--- src/rtl/mcpu_pkg.sv ---
package mcpu_pkg;

  typedef enum logic [2:0] {ST_IF, ST_ID, ST_EX, ST_MEM, ST_WB} step_e;
  typedef enum logic [2:0] {CL_RR, CL_RI, CL_LW, CL_SW, CL_BZ, CL_NOP} iclass_e;
  typedef enum logic [2:0] {ALU_ADD, ALU_SUB, ALU_AND, ALU_OR, ALU_XOR, ALU_SLT} aluop_e;

  localparam logic [5:0] OP_REG  = 6'h00;
  localparam logic [5:0] OP_BZ   = 6'h04;
  localparam logic [5:0] OP_ADDI = 6'h08;
  localparam logic [5:0] OP_SLTI = 6'h0A;
  localparam logic [5:0] OP_ANDI = 6'h0C;
  localparam logic [5:0] OP_ORI  = 6'h0D;
  localparam logic [5:0] OP_LW   = 6'h23;
  localparam logic [5:0] OP_SW   = 6'h2B;

  localparam logic [5:0] FN_ADD = 6'h20;
  localparam logic [5:0] FN_SUB = 6'h22;
  localparam logic [5:0] FN_AND = 6'h24;
  localparam logic [5:0] FN_OR  = 6'h25;
  localparam logic [5:0] FN_XOR = 6'h26;
  localparam logic [5:0] FN_SLT = 6'h2A;

  typedef struct packed {
    iclass_e cls;
    aluop_e  op;
  } dec_t;

  function automatic dec_t decode(logic [31:0] ir);
    dec_t d;
    d.cls = CL_NOP;
    d.op  = ALU_ADD;
    case (ir[31:26])
      OP_REG: begin
        d.cls = CL_RR;
        case (ir[5:0])
          FN_ADD:  d.op = ALU_ADD;
          FN_SUB:  d.op = ALU_SUB;
          FN_AND:  d.op = ALU_AND;
          FN_OR:   d.op = ALU_OR;
          FN_XOR:  d.op = ALU_XOR;
          FN_SLT:  d.op = ALU_SLT;
          default: d.cls = CL_NOP;
        endcase
      end
      OP_ADDI: begin d.cls = CL_RI; d.op = ALU_ADD; end
      OP_ANDI: begin d.cls = CL_RI; d.op = ALU_AND; end
      OP_ORI:  begin d.cls = CL_RI; d.op = ALU_OR;  end
      OP_SLTI: begin d.cls = CL_RI; d.op = ALU_SLT; end
      OP_LW:   d.cls = CL_LW;
      OP_SW:   d.cls = CL_SW;
      OP_BZ:   d.cls = CL_BZ;
      default: d.cls = CL_NOP;
    endcase
    return d;
  endfunction

endpackage

--- src/rtl/mcpu_alu.sv ---
module mcpu_alu
  import mcpu_pkg::*;
#(
  parameter int XLEN = 32
) (
  input  aluop_e            op,
  input  logic [XLEN-1:0]   lhs,
  input  logic [XLEN-1:0]   rhs,
  output logic [XLEN-1:0]   res
);

  always_comb begin
    case (op)
      ALU_SUB: res = lhs - rhs;
      ALU_AND: res = lhs & rhs;
      ALU_OR:  res = lhs | rhs;
      ALU_XOR: res = lhs ^ rhs;
      ALU_SLT: res = XLEN'($signed(lhs) < $signed(rhs));
      default: res = lhs + rhs;
    endcase
  end

endmodule

--- src/rtl/mcpu_regfile.sv ---
module mcpu_regfile #(
  parameter int XLEN = 32,
  parameter int NREG = 32
) (
  input  logic                     clk,
  input  logic                     rst_n,
  input  logic [$clog2(NREG)-1:0]  rd_a_idx,
  input  logic [$clog2(NREG)-1:0]  rd_b_idx,
  output logic [XLEN-1:0]          rd_a_val,
  output logic [XLEN-1:0]          rd_b_val,
  input  logic                     wr_en,
  input  logic [$clog2(NREG)-1:0]  wr_idx,
  input  logic [XLEN-1:0]          wr_val
);

  localparam int IW = $clog2(NREG);

  logic [XLEN-1:0] regs [NREG];

  for (genvar g = 0; g < NREG; g++) begin : g_reg
    if (g == 0) begin : g_zero
      assign regs[g] = '0;
    end else begin : g_store
      always_ff @(posedge clk or negedge rst_n) begin
        if (!rst_n)
          regs[g] <= '0;
        else if (wr_en && wr_idx == IW'(g))
          regs[g] <= wr_val;
      end
    end
  end

  assign rd_a_val = regs[rd_a_idx];
  assign rd_b_val = regs[rd_b_idx];

endmodule

--- src/rtl/mcpu_seq.sv ---
module mcpu_seq
  import mcpu_pkg::*;
(
  input  logic    clk,
  input  logic    rst_n,
  input  iclass_e cls,
  input  logic    mem_ready,
  output step_e   step,
  output logic    need_mem,
  output logic    advance,
  output logic    retire
);

  step_e step_nxt;

  always_comb begin
    need_mem = (step == ST_IF) ||
               (step == ST_MEM && (cls == CL_LW || cls == CL_SW));
    advance  = !need_mem || mem_ready;
    case (step)
      ST_IF:   step_nxt = ST_ID;
      ST_ID:   step_nxt = (cls == CL_NOP) ? ST_IF : ST_EX;
      ST_EX:   step_nxt = ST_MEM;
      ST_MEM:  step_nxt = (cls == CL_SW || cls == CL_BZ) ? ST_IF : ST_WB;
      default: step_nxt = ST_IF;
    endcase
    retire = advance && ((step == ST_WB) ||
                         (step == ST_MEM && (cls == CL_SW || cls == CL_BZ)) ||
                         (step == ST_ID && cls == CL_NOP));
  end

  always_ff @(posedge clk or negedge rst_n) begin
    if (!rst_n)
      step <= ST_IF;
    else if (advance)
      step <= step_nxt;
  end

endmodule

--- src/rtl/mcpu_core.sv ---
module mcpu_core
  import mcpu_pkg::*;
#(
  parameter int XLEN   = 32,
  parameter int NREG   = 32,
  parameter int ADDR_W = 16
) (
  input  logic              clk,
  input  logic              rst_n,
  output logic              mem_req_valid,
  input  logic              mem_req_ready,
  output logic              mem_req_write,
  output logic [ADDR_W-1:0] mem_req_addr,
  output logic [XLEN-1:0]   mem_req_wdata,
  input  logic [XLEN-1:0]   mem_rsp_data,
  output logic              retire,
  output logic [XLEN-1:0]   pc_o
);

  localparam int IW   = $clog2(NREG);
  localparam int IMMW = 16;

  logic [XLEN-1:0] pc_q, npc_q, ir_q, a_q, b_q, imm_q, alu_q, lmd_q;
  logic            cond_q;

  step_e   cur_step;
  dec_t    dec;
  logic    need_mem, advance;
  aluop_e  alu_op;
  logic [XLEN-1:0] alu_lhs, alu_rhs, alu_res;
  logic [XLEN-1:0] rs_val, rt_val, imm_ext;
  logic [IW-1:0]   rs_idx, rt_idx, rd_idx, wr_idx;
  logic [XLEN-1:0] wr_val;
  logic            wr_en;

  assign dec     = decode(ir_q);
  assign rs_idx  = IW'(ir_q[25:21]);
  assign rt_idx  = IW'(ir_q[20:16]);
  assign rd_idx  = IW'(ir_q[15:11]);
  assign imm_ext = {{(XLEN-IMMW){ir_q[IMMW-1]}}, ir_q[IMMW-1:0]};

  mcpu_seq u_seq (
    .clk       (clk),
    .rst_n     (rst_n),
    .cls       (dec.cls),
    .mem_ready (mem_req_ready),
    .step      (cur_step),
    .need_mem  (need_mem),
    .advance   (advance),
    .retire    (retire)
  );

  mcpu_regfile #(.XLEN(XLEN), .NREG(NREG)) u_rf (
    .clk      (clk),
    .rst_n    (rst_n),
    .rd_a_idx (rs_idx),
    .rd_b_idx (rt_idx),
    .rd_a_val (rs_val),
    .rd_b_val (rt_val),
    .wr_en    (wr_en),
    .wr_idx   (wr_idx),
    .wr_val   (wr_val)
  );

  // one adder/logic unit serves addresses, ALU ops and branch targets
  always_comb begin
    alu_op  = ALU_ADD;
    alu_lhs = a_q;
    alu_rhs = imm_q;
    case (dec.cls)
      CL_RR: begin alu_op = dec.op; alu_rhs = b_q; end
      CL_RI: alu_op = dec.op;
      CL_BZ: begin alu_lhs = npc_q; alu_rhs = {imm_q[XLEN-3:0], 2'b00}; end
      default: ;
    endcase
  end

  mcpu_alu #(.XLEN(XLEN)) u_alu (
    .op  (alu_op),
    .lhs (alu_lhs),
    .rhs (alu_rhs),
    .res (alu_res)
  );

  assign mem_req_valid = need_mem;
  assign mem_req_write = (cur_step == ST_MEM) && (dec.cls == CL_SW);
  assign mem_req_addr  = (cur_step == ST_IF) ? pc_q[ADDR_W+1:2] : alu_q[ADDR_W+1:2];
  assign mem_req_wdata = b_q;

  assign wr_en  = (cur_step == ST_WB);
  assign wr_idx = (dec.cls == CL_RR) ? rd_idx : rt_idx;
  assign wr_val = (dec.cls == CL_LW) ? lmd_q : alu_q;

  always_ff @(posedge clk or negedge rst_n) begin
    if (!rst_n) begin
      pc_q   <= '0;
      npc_q  <= '0;
      ir_q   <= '0;
      a_q    <= '0;
      b_q    <= '0;
      imm_q  <= '0;
      alu_q  <= '0;
      lmd_q  <= '0;
      cond_q <= 1'b0;
    end else if (advance) begin
      case (cur_step)
        ST_IF: begin
          ir_q  <= mem_rsp_data;
          npc_q <= pc_q + XLEN'(4);
        end
        ST_ID: begin
          a_q   <= rs_val;
          b_q   <= rt_val;
          imm_q <= imm_ext;
          if (dec.cls == CL_NOP) pc_q <= npc_q;
        end
        ST_EX: begin
          alu_q  <= alu_res;
          cond_q <= (a_q == '0);
        end
        ST_MEM: begin
          pc_q <= (dec.cls == CL_BZ && cond_q) ? alu_q : npc_q;
          if (dec.cls == CL_LW) lmd_q <= mem_rsp_data;
        end
        default: ;
      endcase
    end
  end

  assign pc_o = pc_q;

endmodule

--- config.mk ---
export PLATFORM = sky130hd
export DESIGN_NAME = mcpu_core
export DESIGN_NICKNAME = d
export VERILOG_FILES = /design/src/rtl/mcpu_pkg.sv /design/src/rtl/mcpu_alu.sv /design/src/rtl/mcpu_regfile.sv /design/src/rtl/mcpu_seq.sv /design/src/rtl/mcpu_core.sv
export SDC_FILE = /design/constraint.sdc
export NUM_CORES = 2
export LEC_CHECK = 0
export BUFFER_PORTS_ARGS = -buffer_cell sky130_fd_sc_hd__buf_2
export CAP_MARGIN = 5
export CORE_UTILIZATION = 59
export DETAILED_ROUTE_END_ITERATION = 10
export HOLD_SLACK_MARGIN = 0.03
export PLACE_DENSITY = 0.74
export SETUP_SLACK_MARGIN = 0.05
export SYNTH_ARGS = -nofsm -noshare
export SYNTH_HDL_FRONTEND = slang
export SYNTH_SLANG_ARGS = --single-unit
--- constraint.sdc ---
create_clock -name clk -period 14.9 [get_ports clk]
set_input_delay 0.745 -clock clk [delete_from_list [all_inputs] [get_ports clk]]
set_output_delay 0.745 -clock clk [all_outputs]
set_load 0.01 [all_outputs]
==> metrics.txt <==
first-pass GRT wire length=324.9 mm; reg-to-reg endpoint=alu_q[0]$_DFFE_PN0P_; Final ANT Viol Nets=0; # DRC=0; layout cells sized above 1=22.66%; asr flop ratio synth=100.0%; CP endpoint kind=register; vias=51,747; setup bufs post-CTS=0; pin count of the biggest net entering global routing=175; CTS buffer count=131; clock tree buffer depth=3; clk_lat worst skew=770 ps; Synth Instances=6,041; Syn. warnings=0; CP peak stage delay=670 ps; post-synth top area cell=dfrtp_1; Critical Path RT=15,500 ps; minimum clock period=6462 ps; Fill cells=8,261; drt pass-1 iters=8; area of the core=0.1127 mm^2; initial antenna violation count=4; area of the mapped netlist=0.06722 mm^2; Root Driver=clkbuf_16; Fmax=154.8 MHz; Final WS setup=8438 ps; full die area=0.1153 mm^2; final net count=5,997; ranking of synthesized cells by area=dfrtp_1 46%, mux4_2 19%, a21oi_1 7.6%, nor2_1 5.6%, mux2_2 3.2%; Netlist cell types=82; CP Max Fanout=22; CTS Sinks=1,236; H-tree depth=4; mean post-synth cell area=11.13 um^2; commonest register cell after synthesis=dfrtp_1; FF/Latch Area=0.03096 mm^2; wire per inst=29.00 um; Reg-to-Reg Start=ir_q[26]$_DFFE_PN0P_; port bufs=117; P&R area growth vs syn=9.076%; fin util=65.08%; worst IR drop on VDD=151.2 uV; max-slew violation count=0; Yosys top cell area share=46.01%; number of DRC markers in iteration 0=6,764; setup TNS=0 ps; Clock Skews=25.51 ps; r2r setup slk=8440 ps; routability cong.=0.9819; area occupied by multi-input gates=0.03385 mm^2; Static Leak=32.04 nW; CTS tree=done; vias in the first global route=51,037; hpwl dp=128.8 mm; pwr dens=217.9 mW/mm^2; Setup CP Type=reg -> reg; FF-to-FF path depth=17; CTS resizes=0; unrepaired setup endpoints after global routing=no; post-synthesis net count=6,175; Critical Path Source Type=register; chip height=339.5 um; worst path arrival time=7060 ps; pre-CTS setup slack=8709 ps; # hold bufs at CTS=0; setup violators final=0; outcome=complete, no violations; total of max-cap violations=0; Worst Max-Slew Pin Slew=1276 ps; Die X=339.5 um; Hold WC Path Type=in -> async; Initial Utilization=59.67%; Slew headroom=14.94%; #FFs+latches synth=1,236; Final Hold Fails=0; vias per inst=6.925; worst-path cell chain=nor4_1 > nor3b_1 > a221o_2 > nor3_2 > buf_4 > nand2_2 > o221a_2 > ha_1 > or3_1 > or4_1 > nor4_1 > nor3_1 > nor3_1 > a221oi_1 > nand2b_1 > a41oi_1 > o21ai_1; GRT Total Usage=37.93%; DRT Wirelength=216.7 mm; total gr overflow=0; register area share after synthesis=46.01%; CP max-delay cell=nor4_1; clock-pin slew on the worst setup and hold paths=60 ps; # IOs=118; number of synthesized flops with an enable pin=0; period utilization=43.37%; Site Rows=123
-- cell families after synthesis --
logic type | Yosys count | share of synthesized area (%)
compound gates | 1584 | 13.23
buf+inv | 678 | 4.037
flops | 1236 | 46.01
xor+xnor | 54 | 0.7036
mux | 903 | 24.54
fa+ha+maj | 99 | 1.865
simple gates | 1487 | 9.610
-- worst max path at each step --
stage / slack (ps) / depth (start not counted) / start / endpoint
2_1_floorplan: 9940 / 20 / ir_q[27]$_DFFE_PN0P_ / alu_q[25]$_DFFE_PN0P_
3_3_place_gp: 8800 / 19 / ir_q[2]$_DFFE_PN0P_ / alu_q[30]$_DFFE_PN0P_
3_5_place_dp: 8710 / 17 / ir_q[26]$_DFFE_PN0P_ / alu_q[0]$_DFFE_PN0P_
4_1_cts: 8680 / 17 / ir_q[26]$_DFFE_PN0P_ / alu_q[0]$_DFFE_PN0P_
5_1_grt: 8190 / 17 / ir_q[26]$_DFFE_PN0P_ / alu_q[0]$_DFFE_PN0P_
6_report: 8440 / 17 / ir_q[26]$_DFFE_PN0P_ / alu_q[0]$_DFFE_PN0P_
-- where the power goes --
group	internal, mW	switching [mW]
sequential	4.32	1.25
combinational	2.94	4.06
clock	1.97	1.43
-- Yosys cell counts (10+ instances only) --
master       n
mux2_2     193
inv_1      109
mux2i_1    132
o211ai_1    11
nor2b_1     14
ha_1        97
and3_1      12
o221ai_1    11
nand2_1    280
nor2_1    1006
nor4_4      25
buf_2      117
o21ai_1    129
o21ai_0    158
nand2b_1    14
a22o_1      65
nand3_1     28
a22oi_1     10
o21bai_1    12
dfrtp_1   1236
mux4_2     576
clkbuf_1   372
a21oi_1   1021
o21a_1      18
xnor2_1     26
nor3_1      30
xor2_1      28
a21o_1      32
o22ai_1     13
nor4_1      22
o22a_1      18
buf_1       75
-- flip-flops by register name, summed over array words and instances, names as in the netlist --
signal / flops
u_rf.regs: 992
a_q: 32
alu_q: 32
ir_q: 32
lmd_q: 32
mem_req_wdata: 32
npc_q: 32
pc_o: 32
imm_q: 16
u_seq.step: 3
cond_q: 1
-- layer usage --
| layer | up-vias | share of wire (%) | track usage (%) |
|---|---|---|---|
| met2 | 3232 | 45 | 56.39 |
| li1 | 21635 | - | - |
| met1 | 26222 | 38 | 52.40 |
| met5 | - | 0.010 | 0 |
| met4 | 4 | 5.5 | 18.74 |
| met3 | 654 | 12 | 9.700 |
-- stage by stage --
step | instance area (um^2) | hold slack (ps) | total power [mW] | cells
floorplan | 67220 | 449.3 | 10.14 | 6041
global placement | 68810 | 466.8 | 12.24 | 7230
detailed placement | 68810 | 474.9 | 12.41 | 7230
CTS | 73310 | 79.74 | 15.84 | 7470
global route | 73320 | 131.9 | 16.69 | 7472
finish | 73320 | 58.39 | 15.97 | 7472
-- area by class of cell --
type / count / area share [%]
multi-input combinational: 4127 / 46.16
sequential: 1236 / 42.22
clock buffer: 189 / 5.193
tap: 1500 / 2.560
timing repair buffer: 257 / 2.338
clock inverter: 51 / 0.9437
inverter: 110 / 0.5700
antenna: 2 / 0.006826
-- worst max-delay path, delay by kind of cell (launching register included) --
kind | cells | cell delay [ps]
adder cells (fa/ha/maj) | 1 | 370
AND/OR/NAND/NOR | 10 | 4030
AO/OA/AOI/OAI | 5 | 1190
buffers and inverters | 1 | 230
flip-flops | 1 | 440
-- cells in the final DEF, fill, tap and decap left out, types with 9 or more instances in the layout --
master	count
dfrtp_1	1227
a21oi_1	1021
nor2_1	1000
mux4_2	576
nand2_1	277
mux2_2	193
o21ai_0	158
buf_4	135
clkbuf_16	132
o21ai_1	128
buf_2	116
inv_1	108
mux2i_1	100
ha_1	97
a22o_1	65
a21o_1	32
mux2i_2	30
clkbuf_8	29
nand3_1	28
xor2_1	28
clkbuf_1	28
nor3_1	27
nor4_4	27
xnor2_1	26
nor4_1	22
clkinv_2	20
o22a_1	18
o21a_1	18
nand2b_1	14
nor2b_1	12
o21bai_1	12
o22ai_1	12
and3_1	12
o221ai_1	11
o211ai_1	11
a22oi_1	10
bufinv_16	10
nand4_1	9
a211oi_1	9
Power figures use the tool's default switching activity.
